File: src/rtl/alarm_pkg.sv
package alarm_pkg;
  localparam int DATA_W = 8;
  localparam int ADDR_W = 3;
  localparam int N_FLD  = 4;

  localparam logic [ADDR_W-1:0] OFF_SEC  = 3'd0;
  localparam logic [ADDR_W-1:0] OFF_MIN  = 3'd1;
  localparam logic [ADDR_W-1:0] OFF_HOUR = 3'd2;
  localparam logic [ADDR_W-1:0] OFF_DAY  = 3'd3;
  localparam logic [ADDR_W-1:0] OFF_CTL  = 3'd4;
  localparam logic [ADDR_W-1:0] OFF_STAT = 3'd5;

  localparam int MASK_BIT = DATA_W - 1;
  localparam int SEL_BIT  = DATA_W - 2;

  typedef struct packed {
    logic wrSec;
    logic wrMin;
    logic wrHour;
    logic wrDay;
    logic wrCtl;
    logic clrFlag;
  } almStrobe_t;
endpackage

File: src/rtl/alarm_ctrl.sv
module alarm_ctrl
  import alarm_pkg::*;
(
  input  logic              clk,
  input  logic              rstN,
  input  logic [ADDR_W-1:0] regAddr,
  input  logic              regWrEn,
  input  logic              regRdEn,
  output almStrobe_t        strb
);
  always_comb begin
    strb = '0;
    if (regWrEn) begin
      case (regAddr)
        OFF_SEC:  strb.wrSec  = 1'b1;
        OFF_MIN:  strb.wrMin  = 1'b1;
        OFF_HOUR: strb.wrHour = 1'b1;
        OFF_DAY:  strb.wrDay  = 1'b1;
        OFF_CTL:  strb.wrCtl  = 1'b1;
        default:  ;
      endcase
    end
    strb.clrFlag = regRdEn && (regAddr == OFF_STAT);
  end

  // at most one register is written per cycle
  a_r10_one_write: assert property (@(posedge clk) disable iff (!rstN)
    $onehot0({strb.wrSec, strb.wrMin, strb.wrHour, strb.wrDay, strb.wrCtl}));
endmodule

File: src/rtl/alarm_dp.sv
module alarm_dp
  import alarm_pkg::*;
(
  input  logic              clk,
  input  logic              rstN,
  input  almStrobe_t        strb,
  input  logic [ADDR_W-1:0] regAddr,
  input  logic [DATA_W-1:0] regWrData,
  output logic [DATA_W-1:0] regRdData,
  input  logic              secTick,
  input  logic [6:0]        curSec,
  input  logic [6:0]        curMin,
  input  logic [5:0]        curHour,
  input  logic [2:0]        curDay,
  input  logic [5:0]        curDate,
  output logic              alarmFlag,
  output logic              alarmEn
);
  localparam logic [DATA_W-1:0] VALID [N_FLD] = '{8'h7F, 8'h7F, 8'h3F, 8'h3F};

  logic [DATA_W-1:0] almReg [N_FLD];
  logic [DATA_W-1:0] curVec [N_FLD];
  logic [N_FLD-1:0]  fldEq;
  logic [N_FLD-1:0]  fldMask;
  logic              rateHit;
  logic              matchHit;

  always_ff @(posedge clk or negedge rstN) begin
    if (!rstN) begin
      for (int i = 0; i < N_FLD; i++) almReg[i] <= '0;
      alarmEn <= 1'b0;
    end else begin
      if (strb.wrSec)  almReg[0] <= regWrData;
      if (strb.wrMin)  almReg[1] <= regWrData;
      if (strb.wrHour) almReg[2] <= regWrData;
      if (strb.wrDay)  almReg[3] <= regWrData;
      if (strb.wrCtl)  alarmEn   <= regWrData[0];
    end
  end

  always_comb begin
    curVec[0] = {1'b0, curSec};
    curVec[1] = {1'b0, curMin};
    curVec[2] = {2'b0, curHour};
    curVec[3] = almReg[3][SEL_BIT] ? {5'b0, curDay} : {2'b0, curDate};
  end

  for (genvar g = 0; g < N_FLD; g++) begin : g_fld
    assign fldEq[g]   = ((almReg[g] ^ curVec[g]) & VALID[g]) == '0;
    assign fldMask[g] = almReg[g][MASK_BIT];
  end

  always_comb begin
    if (fldMask[0])      rateHit = 1'b1;
    else if (fldMask[1]) rateHit = fldEq[0];
    else if (fldMask[2]) rateHit = &fldEq[1:0];
    else if (fldMask[3]) rateHit = &fldEq[2:0];
    else                 rateHit = &fldEq;
  end

  assign matchHit = secTick && rateHit;

  always_ff @(posedge clk or negedge rstN) begin
    if (!rstN)              alarmFlag <= 1'b0;
    else if (matchHit)      alarmFlag <= 1'b1;
    else if (strb.clrFlag)  alarmFlag <= 1'b0;
  end

  always_comb begin
    case (regAddr)
      OFF_SEC:  regRdData = almReg[0];
      OFF_MIN:  regRdData = almReg[1];
      OFF_HOUR: regRdData = almReg[2];
      OFF_DAY:  regRdData = almReg[3];
      OFF_CTL:  regRdData = {{(DATA_W-1){1'b0}}, alarmEn};
      OFF_STAT: regRdData = {{(DATA_W-1){1'b0}}, alarmFlag};
      default:  regRdData = '0;
    endcase
  end

  // a flag rise always follows a tick cycle
  a_r7_rise_needs_tick: assert property (@(posedge clk) disable iff (!rstN)
    $rose(alarmFlag) |-> $past(secTick));
  // masked seconds fires on every tick
  a_r2_every_tick: assert property (@(posedge clk) disable iff (!rstN)
    (secTick && almReg[0][MASK_BIT]) |=> alarmFlag);
  // a status read with no tick clears the flag
  a_r8_clear_on_read: assert property (@(posedge clk) disable iff (!rstN)
    (strb.clrFlag && !secTick) |=> !alarmFlag);
endmodule

File: src/rtl/alarm_match_top.sv
module alarm_match_top
  import alarm_pkg::*;
(
  input  logic              clk,
  input  logic              rstN,
  input  logic [2:0]        regAddr,
  input  logic              regWrEn,
  input  logic [7:0]        regWrData,
  input  logic              regRdEn,
  output logic [7:0]        regRdData,
  input  logic              secTick,
  input  logic [6:0]        curSec,
  input  logic [6:0]        curMin,
  input  logic [5:0]        curHour,
  input  logic [2:0]        curDay,
  input  logic [5:0]        curDate,
  output logic              irqN
);
  almStrobe_t strb;
  logic       alarmFlag;
  logic       alarmEn;

  alarm_ctrl ctrl_i (
    .clk(clk), .rstN(rstN), .regAddr(regAddr),
    .regWrEn(regWrEn), .regRdEn(regRdEn), .strb(strb)
  );

  alarm_dp dp_i (
    .clk(clk), .rstN(rstN), .strb(strb), .regAddr(regAddr),
    .regWrData(regWrData), .regRdData(regRdData), .secTick(secTick),
    .curSec(curSec), .curMin(curMin), .curHour(curHour),
    .curDay(curDay), .curDate(curDate),
    .alarmFlag(alarmFlag), .alarmEn(alarmEn)
  );

  assign irqN = ~(alarmFlag & alarmEn);

  // interrupt only asserted while a flag is pending
  a_r9_irq_needs_flag: assert property (@(posedge clk) disable iff (!rstN)
    !irqN |-> alarmFlag);
endmodule

File: config.mk
export PLATFORM = sky130hd
export DESIGN_NAME = alarm_match_top
export DESIGN_NICKNAME = d
export VERILOG_FILES = /design/src/rtl/alarm_pkg.sv /design/src/rtl/alarm_ctrl.sv /design/src/rtl/alarm_dp.sv /design/src/rtl/alarm_match_top.sv
export SDC_FILE = /design/constraint.sdc
export NUM_CORES = 1
export LEC_CHECK = 0
export CAP_MARGIN = 20
export CORE_ASPECT_RATIO = 0.7
export CORE_UTILIZATION = 44
export DETAILED_ROUTE_END_ITERATION = 10
export PLACE_DENSITY = 0.87
export SYNTH_ARGS = -nofsm -noshare
export SYNTH_HDL_FRONTEND = slang
export SYNTH_SLANG_ARGS = --single-unit
File: constraint.sdc
create_clock -name clk -period 1.4 [get_ports clk]
set_clock_uncertainty 0.15 [all_clocks]
set_input_delay 0.28 -clock clk [delete_from_list [all_inputs] [get_ports clk]]
set_output_delay 0.28 -clock clk [all_outputs]
set_load 0.02 [all_outputs]
==> flow_metrics.py <==
metrics = {
    "layout": {
        "multi_input_area_um2": 1369,
        "n_antenna_cell": 0,
        "fin_cells": 324,
        "fillers": 236,
        "drive_above_1_share_pct": 53.16,
        "stdcell_area_um2": 3517,
        "register_area_um2": 850.8,
        "syn2layout_area_growth_pct": 75.91,
        "nets": 314,
    },
    "clock_network": {
        "cts.sinks": 34,
        "cts_max_level": 2,
        "numCtsBuffers": 5,
        "clk_pin_slew_ns": 0.07,
        "worst_skew_pair.late_latency_ns": 0.30,
        "cts_tree": "yes",
        "cts_root_buffer": "clkbuf_8",
        "clk_path_buf_depth": 2,
    },
    "setup_path": {
        "path_max_fanout": 2,
        "rrSetupSlack_ns": -0.34,
        "r2r_end": "dp_i.alarmFlag$_DFFE_PN0P_",
        "worstSetupPathType": "flop to output port",
        "critical_path_arrival_ns": 1.57,
        "worstPathRequired_ns": 0.97,
        "reg2regPathDepth": 6,
        "path_cells": "mux4_2 > mux2_4 > buf_6",
        "r2r-start": "dp_i.almReg[16]$_DFFE_PN0P_",
        "critPathTopFamily": "multiplexers",
        "end_kind": "output port",
        "cp_slowest_stage_delay_ns": 0.47,
        "timing.critical_path.buf_inv": 1,
        "critPathLaunchType": "flop",
        "slowest_stage": "mux4_2",
    },
    "grt": {
        "grt_usage_pct": 31.88,
        "grt_overflow_total": 0,
        "antenna_found_initial": 0,
        "grt_pass1_wl_mm": 10.66,
        "grt_pass1_vias": 2019,
        "grt_max_degree": 35,
    },
    "timing": {
        "whs_ns": 0.1982,
        "finalCritPeriodShare_pct": 143.0,
        "setup_viol": 40,
        "slew_viol_final": 0,
        "rsz0062_at_grt": "true",
        "fmax_mhz": 499.5,
        "tightest_slew_ns": 0.3275,
        "layout_min_cycle_time_ns": 2.002,
        "slew_headroom_pct": 77.97,
        "finalHoldViolations": 0,
        "fin_ws_ns": -0.6022,
    },
    "logic_synthesis": {
        "synth_warnings": 0,
        "synth_cell_types": 30,
        "synth_area_um2": 1999,
        "synth-seq-cells": 34,
        "synth_edf_count": 0,
        "yosysSeqAreaShare_pct": 42.55,
        "mappedNetlistNets": 198,
        "ys.flop_type": "dfrtp_1",
        "synthCells": 153,
        "async_reset_ff_share_pct": 100.0,
        "avgSynthCellArea_um2": 13.07,
    },
    "placed_design": {
        "portBuffers": 53,
        "dp_cells": 301,
        "dp_slack_ns": -1.322,
        "place_hpwl_mm": 4.256,
        "gp_congestion": 0.8284,
        "placed_area_um2": 3027,
    },
    "run_status": {
        "failed_checks": "negative setup slack",
        "status": "finished with violations",
    },
    "floorplan": {
        "dieArea_um2": 4822,
        "die_w_um": 82.57,
        "core_area_um2": 4354,
        "die_h_um": 58.40,
        "start_util_pct": 45.92,
        "core.rowCount": 20,
        "pin_count": 54,
    },
    "pwr": {
        "irDropWorstVdd_mv": 0.7749,
        "power.leakage_uw": 0.001590,
        "p_per_area_nw_per_um2": 1150,
    },
    "routing": {
        "first_iter_violations": 195,
        "final_antenna_net_count": 0,
        "dr.pass1.iters": 4,
        "drt-total-wl_mm": 7.670,
        "vias_per_cell": 5.877,
        "vias": 1904,
        "drc": 0,
        "wl_per_cell_um": 23.67,
    },
    "run": {
        "drv_cap": 0,
    },
    "min_path": {
        "hp-class": "input port to asynchronous set/reset pin",
    },
}
[through the flow]
step,util [%],TNS (ns),total power (uW)
after floorplan,-,-2.945,2149
after global placement,69.51,-35.49,2850
after detailed placement,69.51,-36.38,2916
after CTS,78.25,-6.681,3805
after global routing,80.78,-7.616,4213
final,80.78,-6.803,4045
[layer usage]
metal  up-vias  routed length, um  track usage, %
met3        43                743           8.837
met2       128               3687           52.18
met5         -                 47           8.889
met4         2                427           15.02
met1       934               2764           38.52
li1        797                  -               -
[flip-flops by register name (all words and copies together) (netlist names)]
name	flops
dp_i.alarmEn	1
dp_i.almReg	32
dp_i.alarmFlag	1
[logic make-up after synthesis]
kind of cell	count (synthesis)	share of synthesized area (%)
compound gates	12	3.943
mux	45	29.66
simple gates	31	10.64
buf+inv	7	2.690
flops	34	42.55
xor+xnor	24	10.51
[what timing repair did]
| item | CTS | global route |
|---|---|---|
| gates resized for setup | 109 | 21 |
| hold endpoints to repair | 0 | 0 |
| setup buffers | 10 | 8 |
| gates cloned | 1 | 0 |
| pin swaps | 4 | 9 |
| setup endpoints to repair | 43 | 39 |
| hold buffers | 0 | 0 |
[Yosys cell counts (all sizes together), types with 3 or more instances]
library cell	instances	area share, %
o21ai	3	0.75
nand4	3	0.94
mux2	34	19
buf	6	2.4
nor2	4	0.75
mux4	8	9.0
dfrtp	34	43
xor2	11	4.8
xnor2	13	5.7
nor2b	8	2.5
mux2i	3	1.5
nor4bb	3	1.5
nor3	5	1.3
[how the worst max path moves through the flow]
stage / from / to / slack [ns] / cells past startpoint
after floorplan: regAddr[0] / regRdData[0] / -0.19 / 3
final: dp_i.alarmFlag$_DFFE_PN0P_ / regRdData[0] / -0.60 / 3
after global placement: regAddr[0] / regRdData[5] / -1.29 / 5
after detailed placement: regAddr[0] / regRdData[5] / -1.32 / 5
after global routing: dp_i.almReg[24]$_DFFE_PN0P_ / regRdData[0] / -0.62 / 3
after CTS: dp_i.alarmFlag$_DFFE_PN0P_ / regRdData[0] / -0.58 / 3
[area by class of cell]
cell class	count	share of cell area [%]
tap	55	1.957
sequential	34	24.19
timing repair buffer	116	32.76
multi-input combinational	112	38.92
clock buffer	7	2.170
[power breakdown]
group / leakage (uW) / switching [uW] / internal, uW
Combinational: 0.00115 / 783 / 1210
Sequential: 0.000406 / 148 / 1200
Clock: 0.0000383 / 357 / 342
Total: 0.00159 / 1290 / 2760
[worst register-to-register path, delay by kind of cell (launching register included)]
family	cells	cell delay [ns]
xor+xnor	1	0.16
simple gates	1	0.31
flops	1	0.39
buf+inv	2	0.26
compound gates	2	0.38
[layout by cell type, fill, tap and decap left out, types with 2 or more instances in the layout]
cell type / count
o21ai_1: 2
xor2_1: 11
xnor2_2: 3
clkdlybuf4s50_1: 40
mux4_2: 8
buf_8: 3
dfrtp_1: 34
nor4bb_4: 2
a31oi_1: 2
mux2i_1: 2
mux2_4: 32
clkbuf_8: 5
buf_12: 6
xnor2_1: 10
clkbuf_1: 2
buf_6: 17
nor2_1: 3
a21oi_1: 2
buf_4: 47
nand4_1: 3
nor2b_4: 7
nor3_1: 3
mux2_2: 2
No activity file was read; power rests on OpenSTA's default activity.
